**config.mk**
```make
export PLATFORM = sky130hd
export DESIGN_NAME = ser7_tx
export DESIGN_NICKNAME = d
export VERILOG_FILES = /design/src/rtl/ser7_tx_pkg.sv /design/src/rtl/ser7_bit_timer.sv /design/src/rtl/ser7_bit_counter.sv /design/src/rtl/ser7_shifter.sv /design/src/rtl/ser7_ctrl.sv /design/src/rtl/ser7_tx.sv
export SDC_FILE = /design/constraint.sdc
export NUM_CORES = 1
export LEC_CHECK = 0
export BUFFER_PORTS_ARGS = -buffer_cell sky130_fd_sc_hd__buf_4
export CELL_PAD_IN_SITES_DETAIL_PLACEMENT = 0
export CELL_PAD_IN_SITES_GLOBAL_PLACEMENT = 2
export CORE_AREA = 8 8 61 63
export DETAILED_ROUTE_END_ITERATION = 8
export DIE_AREA = 0 0 69 71
export GPL_TIMING_DRIVEN = 0
export PLACE_DENSITY = 0.74
export SLEW_MARGIN = 20
export SYNTH_ARGS = -nofsm -noshare
export SYNTH_HDL_FRONTEND = slang
export SYNTH_HIERARCHICAL = 1
export SYNTH_SLANG_ARGS = --single-unit
```
**constraint.sdc**
```tcl
create_clock -name clk -period 2.3 [get_ports clk]
set_input_delay 0.46 -clock clk [delete_from_list [all_inputs] [get_ports clk]]
set_output_delay 0.46 -clock clk [all_outputs]
set_load 0.02 [all_outputs]
```
**src/rtl/ser7_tx_pkg.sv**
```systemverilog
// Shared types for the serial character transmitter.
package ser7_tx_pkg;
    // Control states: idle, frame on the line, waiting for request release.
    typedef enum logic [1:0] {
        ST_IDLE = 2'd0,
        ST_XMIT = 2'd1,
        ST_HOLD = 2'd2
    } tx_state_e;
endpackage

```
**src/rtl/ser7_bit_timer.sv**
```systemverilog
// Bit-period timer. It produces a one-cycle tick every CLKS_PER_BIT cycles.
// Assumes CLKS_PER_BIT >= 2. A clear restarts the period from zero.
module ser7_bit_timer #(
    parameter int CLKS_PER_BIT = 16
) (
    input  logic clk,
    input  logic rst_n,
    input  logic clr,
    output logic tick
);
    localparam int CW = (CLKS_PER_BIT > 1) ? $clog2(CLKS_PER_BIT) : 1;
    localparam logic [CW-1:0] LAST = CW'(CLKS_PER_BIT - 1);

    logic [CW-1:0] cnt;

    // Tick on the last cycle of each period.
    assign tick = (cnt == LAST) && !clr;

    // Advance the period counter, wrapping on tick or restarting on clear.
    always_ff @(posedge clk) begin
        if (!rst_n || clr || tick) cnt <= '0;
        else                       cnt <= cnt + 1'b1;
    end
endmodule

```
**src/rtl/ser7_bit_counter.sv**
```systemverilog
// Modulo-MOD frame position counter.
// `wrap` is high on the increment that ends the last position.
module ser7_bit_counter #(
    parameter int MOD = 10
) (
    input  logic clk,
    input  logic rst_n,
    input  logic clr,
    input  logic inc,
    output logic wrap
);
    localparam int CW = $clog2(MOD);
    localparam logic [CW-1:0] LAST = CW'(MOD - 1);

    logic [CW-1:0] pos;

    // End of frame: the last position is being left.
    assign wrap = inc && (pos == LAST);

    // Track the current bit position within the frame.
    always_ff @(posedge clk) begin
        if (!rst_n || clr) pos <= '0;
        else if (wrap)     pos <= '0;
        else if (inc)      pos <= pos + 1'b1;
    end
endmodule

```
**src/rtl/ser7_shifter.sv**
```systemverilog
// Frame shift register with a parity generator.
// On load it captures start, data, parity and stop. On shift it moves one bit
// toward the line and fills with ones, so it returns to idle-high by itself
// after a full frame. Assumes load and shift are never high together.
module ser7_shifter #(
    parameter int DATA_W = 7
) (
    input  logic              clk,
    input  logic              rst_n,
    input  logic              load,
    input  logic              shift,
    input  logic [DATA_W-1:0] data,
    input  logic              odd,
    output logic              ser_out
);
    localparam int FRAME_W = DATA_W + 3;

    logic [FRAME_W-1:0] sreg;
    logic               par_bit;

    // Parity generator: even parity is the XOR of the data; odd inverts it.
    assign par_bit = (^data) ^ odd;

    // Load a new frame, or shift one bit out with ones filling behind it.
    always_ff @(posedge clk) begin
        if (!rst_n)     sreg <= '1;
        else if (load)  sreg <= {1'b1, par_bit, data, 1'b0};
        else if (shift) sreg <= {1'b1, sreg[FRAME_W-1:1]};
    end

    assign ser_out = sreg[0];
endmodule

```
**src/rtl/ser7_ctrl.sv**
```systemverilog
// Control state machine for the four-phase request/acknowledge exchange.
// It loads the frame on a request and sequences shifts on timer ticks.
// It waits for the request to drop after the frame before going idle again.
module ser7_ctrl
    import ser7_tx_pkg::*;
(
    input  logic clk,
    input  logic rst_n,
    input  logic send,
    input  logic tick,
    input  logic last,
    output logic load,
    output logic shift,
    output logic tmr_clr,
    output logic cnt_clr,
    output logic busy
);
    tx_state_e state, nxt;

    // Output decode from the current state.
    always_comb begin
        load    = (state == ST_IDLE) && send;
        tmr_clr = load;
        cnt_clr = load;
        shift   = (state == ST_XMIT) && tick;
        busy    = (state == ST_XMIT);
    end

    // Next-state choice.
    always_comb begin
        nxt = state;
        case (state)
            ST_IDLE: if (send)          nxt = ST_XMIT;
            ST_XMIT: if (shift && last) nxt = ST_HOLD;
            ST_HOLD: if (!send)         nxt = ST_IDLE;
            default:                    nxt = ST_IDLE;
        endcase
    end

    // State register.
    always_ff @(posedge clk) begin
        if (!rst_n) state <= ST_IDLE;
        else        state <= nxt;
    end
endmodule

```
**src/rtl/ser7_tx.sv**
```systemverilog
// Top level of the serial character transmitter.
// It connects the timer, the position counter, the shifter and the control.
// Assumes the host holds `send` high until `busy` falls.
module ser7_tx #(
    parameter int CLKS_PER_BIT = 16,
    parameter int DATA_W       = 7
) (
    input  logic              clk,
    input  logic              rst_n,
    input  logic              send,
    input  logic              par_sel,
    input  logic [DATA_W-1:0] tx_data,
    output logic              busy,
    output logic              txd
);
    localparam int FRAME_BITS = DATA_W + 3;

    logic tick, last, load, shift, tmr_clr, cnt_clr;

    ser7_bit_timer #(.CLKS_PER_BIT(CLKS_PER_BIT)) u_timer (
        .clk(clk), .rst_n(rst_n), .clr(tmr_clr), .tick(tick)
    );

    ser7_bit_counter #(.MOD(FRAME_BITS)) u_count (
        .clk(clk), .rst_n(rst_n), .clr(cnt_clr), .inc(shift), .wrap(last)
    );

    ser7_shifter #(.DATA_W(DATA_W)) u_shift (
        .clk(clk), .rst_n(rst_n), .load(load), .shift(shift),
        .data(tx_data), .odd(par_sel), .ser_out(txd)
    );

    ser7_ctrl u_ctrl (
        .clk(clk), .rst_n(rst_n), .send(send), .tick(tick), .last(last),
        .load(load), .shift(shift), .tmr_clr(tmr_clr), .cnt_clr(cnt_clr),
        .busy(busy)
    );
endmodule

```
==> metrics.yaml <==
cts:
  cts_num_sinks: 19
  cts.reportedPaths.clkPinSlew_ps: 110
  ctsHtreeMaxLevel: 1
  cts_made_buffers: 3
  cts_tree: "yes"
  clock_latency_ps: 290
  ctsRootBufferMaster: "sky130_fd_sc_hd__clkbuf_4"
  worst_case_clock_buffer_depth: 2
cells_and_area:
  layout.core_utilization: 0.3860
  final-instance-count-excl-fill: 141
  area_growth_pct: 16.87
  share_of_layout_cells_above_drive_strength_1: 0.3148
  final_net_count: 123
  antenna-diode-count: 0
hold_path:
  hp-class: "primary input to flip-flop"
critical_path:
  max_stage_delay_ps: 410
  critPathTopFamily: "simple AND/OR/NAND/NOR gates"
  startpoint_type: "flip-flop"
  cp_data_arrival_time_ps: 2320
  critical_path_class: "flip-flop to flip-flop"
  cp.required_ps: 2520
  worstPathCellList: "nor3b_1, buf_4, nor2_1, and2_2, and4b_4, or3b_4, a211oi_2"
  critical_path.endpoint_type: "flip-flop"
  cpMaxStageDelayCell: "sky130_fd_sc_hd__or3b_4"
  path_buf_inv: 1
  critPathMaxFanout: 7
detailed_routing:
  avgViaCountPerCell: 4.660
  post-route-drc-count: 0
  avgRoutedWirePerCell_um: 11.66
  drt-total-wl_um: 1644
  detail-route-antenna-nets: 0
  pre_antenna_drt_iters: 2
  vias: 657
  initialDrtViolationCount: 21
global_route:
  antenna_found_initial: 0
  overflow: 0
  grt_pass1_vias: 650
  global_route.usage.total: 0.07065
  grt_max_degree: 11
  global_route_wire_length_before_repair_um: 2829
yosys:
  synth_top_area_cell: "sky130_fd_sc_hd__dfxtp_1"
  synthFlopType: "sky130_fd_sc_hd__dfxtp_1"
  synth_seq_area_share: 0.4037
  ys_ff_latch: 19
  yosys_warnings: 6
  edff_count_synth: 0
  synth.area.top_cells: "sky130_fd_sc_hd__dfxtp_1 40%, sky130_fd_sc_hd__mux2i_1 8.5%, sky130_fd_sc_hd__mux2_2 8.4%"
  synthTopCellsByCount: "19 x sky130_fd_sc_hd__dfxtp_1, 9 x sky130_fd_sc_hd__xnor2_1, 8 x sky130_fd_sc_hd__mux2i_1, 8 x sky130_fd_sc_hd__nand2_1, 8 x sky130_fd_sc_hd__nor2_1"
  ys_async_sr_fraction: 0
  post-synth-top-count-cell: "sky130_fd_sc_hd__dfxtp_1"
  synth.net_count: 106
  post_synth.cell_area_avg_um2: 10.24
  area_share_of_the_largest_cell_type_after_synthesis: 0.4037
  syn_area_um2: 942.2
  postSynthCellCount: 92
  yosys.cell_types.count: 29
pwr:
  vdd.ir_drop.worst_mv: 0.3526
  power_leakage_uw: 0.0004155
  final_total_pwr_uw: 619.5
  p_per_area_nw_per_um2: 562.6
run_status:
  outcome: "complete, no violations"
floorplan:
  die_w_um: 69
  dieHeight_um: 71
  coreArea_um2: 2853
  die_area_um2: 4899
  boundaryPins: 13
  initial_util: 0.3303
  row_count: 20
timing:
  fin_hold_ws_ps: 388.4
  timing.final.hold_violations: 0
  finalMaxSlewViolations: 0
  final-setup-viol-count: 0
  timing.max_slew.rel_slack: 0.7118
  fin_crit_sh: 0.9109
  worst_clock_skew_ps: 1.514
  tns_ps: 0
  tightestPinTransition_ps: 432.2
  timing.fmax_ghz: 0.4773
  unrepaired_setup_endpoints_after_global_routing: "false"
  final.min_clock_period_ps: 2095
placed_design:
  post-place-cells: 137
  dp.final_hpwl_um: 1238
  gp_routability_congestion: 0.7834
  placement.io_buffers: 12
flow_run:
  cap_violations: 0
## layout by cell type, fill, tap and decap left out, types with 2 or more instances in the layout
cell                       count
sky130_fd_sc_hd__dfxtp_1      19
sky130_fd_sc_hd__buf_4        14
sky130_fd_sc_hd__xnor2_1       9
sky130_fd_sc_hd__nand2_1       8
sky130_fd_sc_hd__nor2_1        8
sky130_fd_sc_hd__mux2i_1       8
sky130_fd_sc_hd__mux2_2        7
sky130_fd_sc_hd__clkbuf_4      3
sky130_fd_sc_hd__xor2_1        3
sky130_fd_sc_hd__ha_1          3
sky130_fd_sc_hd__nand3_1       3
sky130_fd_sc_hd__inv_1         2
sky130_fd_sc_hd__nand3b_1      2
sky130_fd_sc_hd__buf_2         2
## report_power, final
| group | internal (µW) | switching, µW | leakage [µW] | total, µW |
|---|---|---|---|---|
| Sequential | 345 | 8.83 | 0.000156 | 353 |
| Clock | 67.5 | 101 | 0.0000150 | 168 |
| Combinational | 55.8 | 41.9 | 0.000245 | 97.7 |
| Total | 468 | 152 | 0.000416 | 620 |
## tightest hold or removal path: stages
cell                      delay (ps)
sky130_fd_sc_hd__buf_4            90
sky130_fd_sc_hd__mux2i_1          60
sky130_fd_sc_hd__nand2_1          50
## final timing paths
check                                    start                            to  slack [ps]  cells past startpoint
setup / recovery  u_ctrl/state[0]$_SDFFE_PN0P_   u_count/pos[1]$_SDFFE_PP0P_         200                      7
hold / removal                      tx_data[1]  u_shift/sreg[2]$_SDFFE_PN1P_         390                      3
setup reg to reg  u_ctrl/state[0]$_SDFFE_PN0P_   u_count/pos[1]$_SDFFE_PP0P_         200                      7
hold reg to reg      u_timer/cnt[0]$_SDFF_PP0_     u_timer/cnt[0]$_SDFF_PP0_         450                      1
## layer usage
layer,vias up,share of wire,track usage
met5,-,0,0
met4,0,0.012,0.02733
met3,2,0.058,0.04056
met2,9,0.47,0.1137
met1,299,0.46,0.07460
li1,347,-,-
## state kept, by name, indices dropped and copies added, names as in the netlist
name,count
u_shift/sreg,9
u_count/pos,4
u_timer/cnt,4
u_ctrl/state,2
## repair_timing
action | CTS | global route
resized for setup | 0 | 1
buffers inserted | 0 | 0
hold buffers | 0 | 0
endpoints found under the setup margin | 0 | 7
## stage by stage
| step | setup WS, ps | cell area, µm² |
|---|---|---|
| floorplan | 290.7 | 942.2 |
| global placement | -58.26 | 1074 |
| detailed placement | -55.66 | 1074 |
| CTS | 171.5 | 1100 |
| global route | 8.332 | 1101 |
| finish | 204.9 | 1101 |
## kinds of logic after synthesis
group,after synthesis,share of synthesized area
xor gates and xnor gates,12,0.1116
adders and majority gates,3,0.03984
muxes,15,0.1687
buffers and inverters,7,0.03851
AOI/OAI and AO/OA,4,0.03320
DFF,19,0.4037
and+or+nand+nor,32,0.2045
## layout make-up
cell class	instances	area, µm²
repair buffers	12	90.09
well taps	33	41.29
clock buffers	4	26.28
plain buffers	5	28.78
fillers	306	1752
flip-flops and latches	19	380.4
inverters	2	7.507
multi-input cells	66	526.8
No activity file was read; power rests on OpenSTA's default activity.
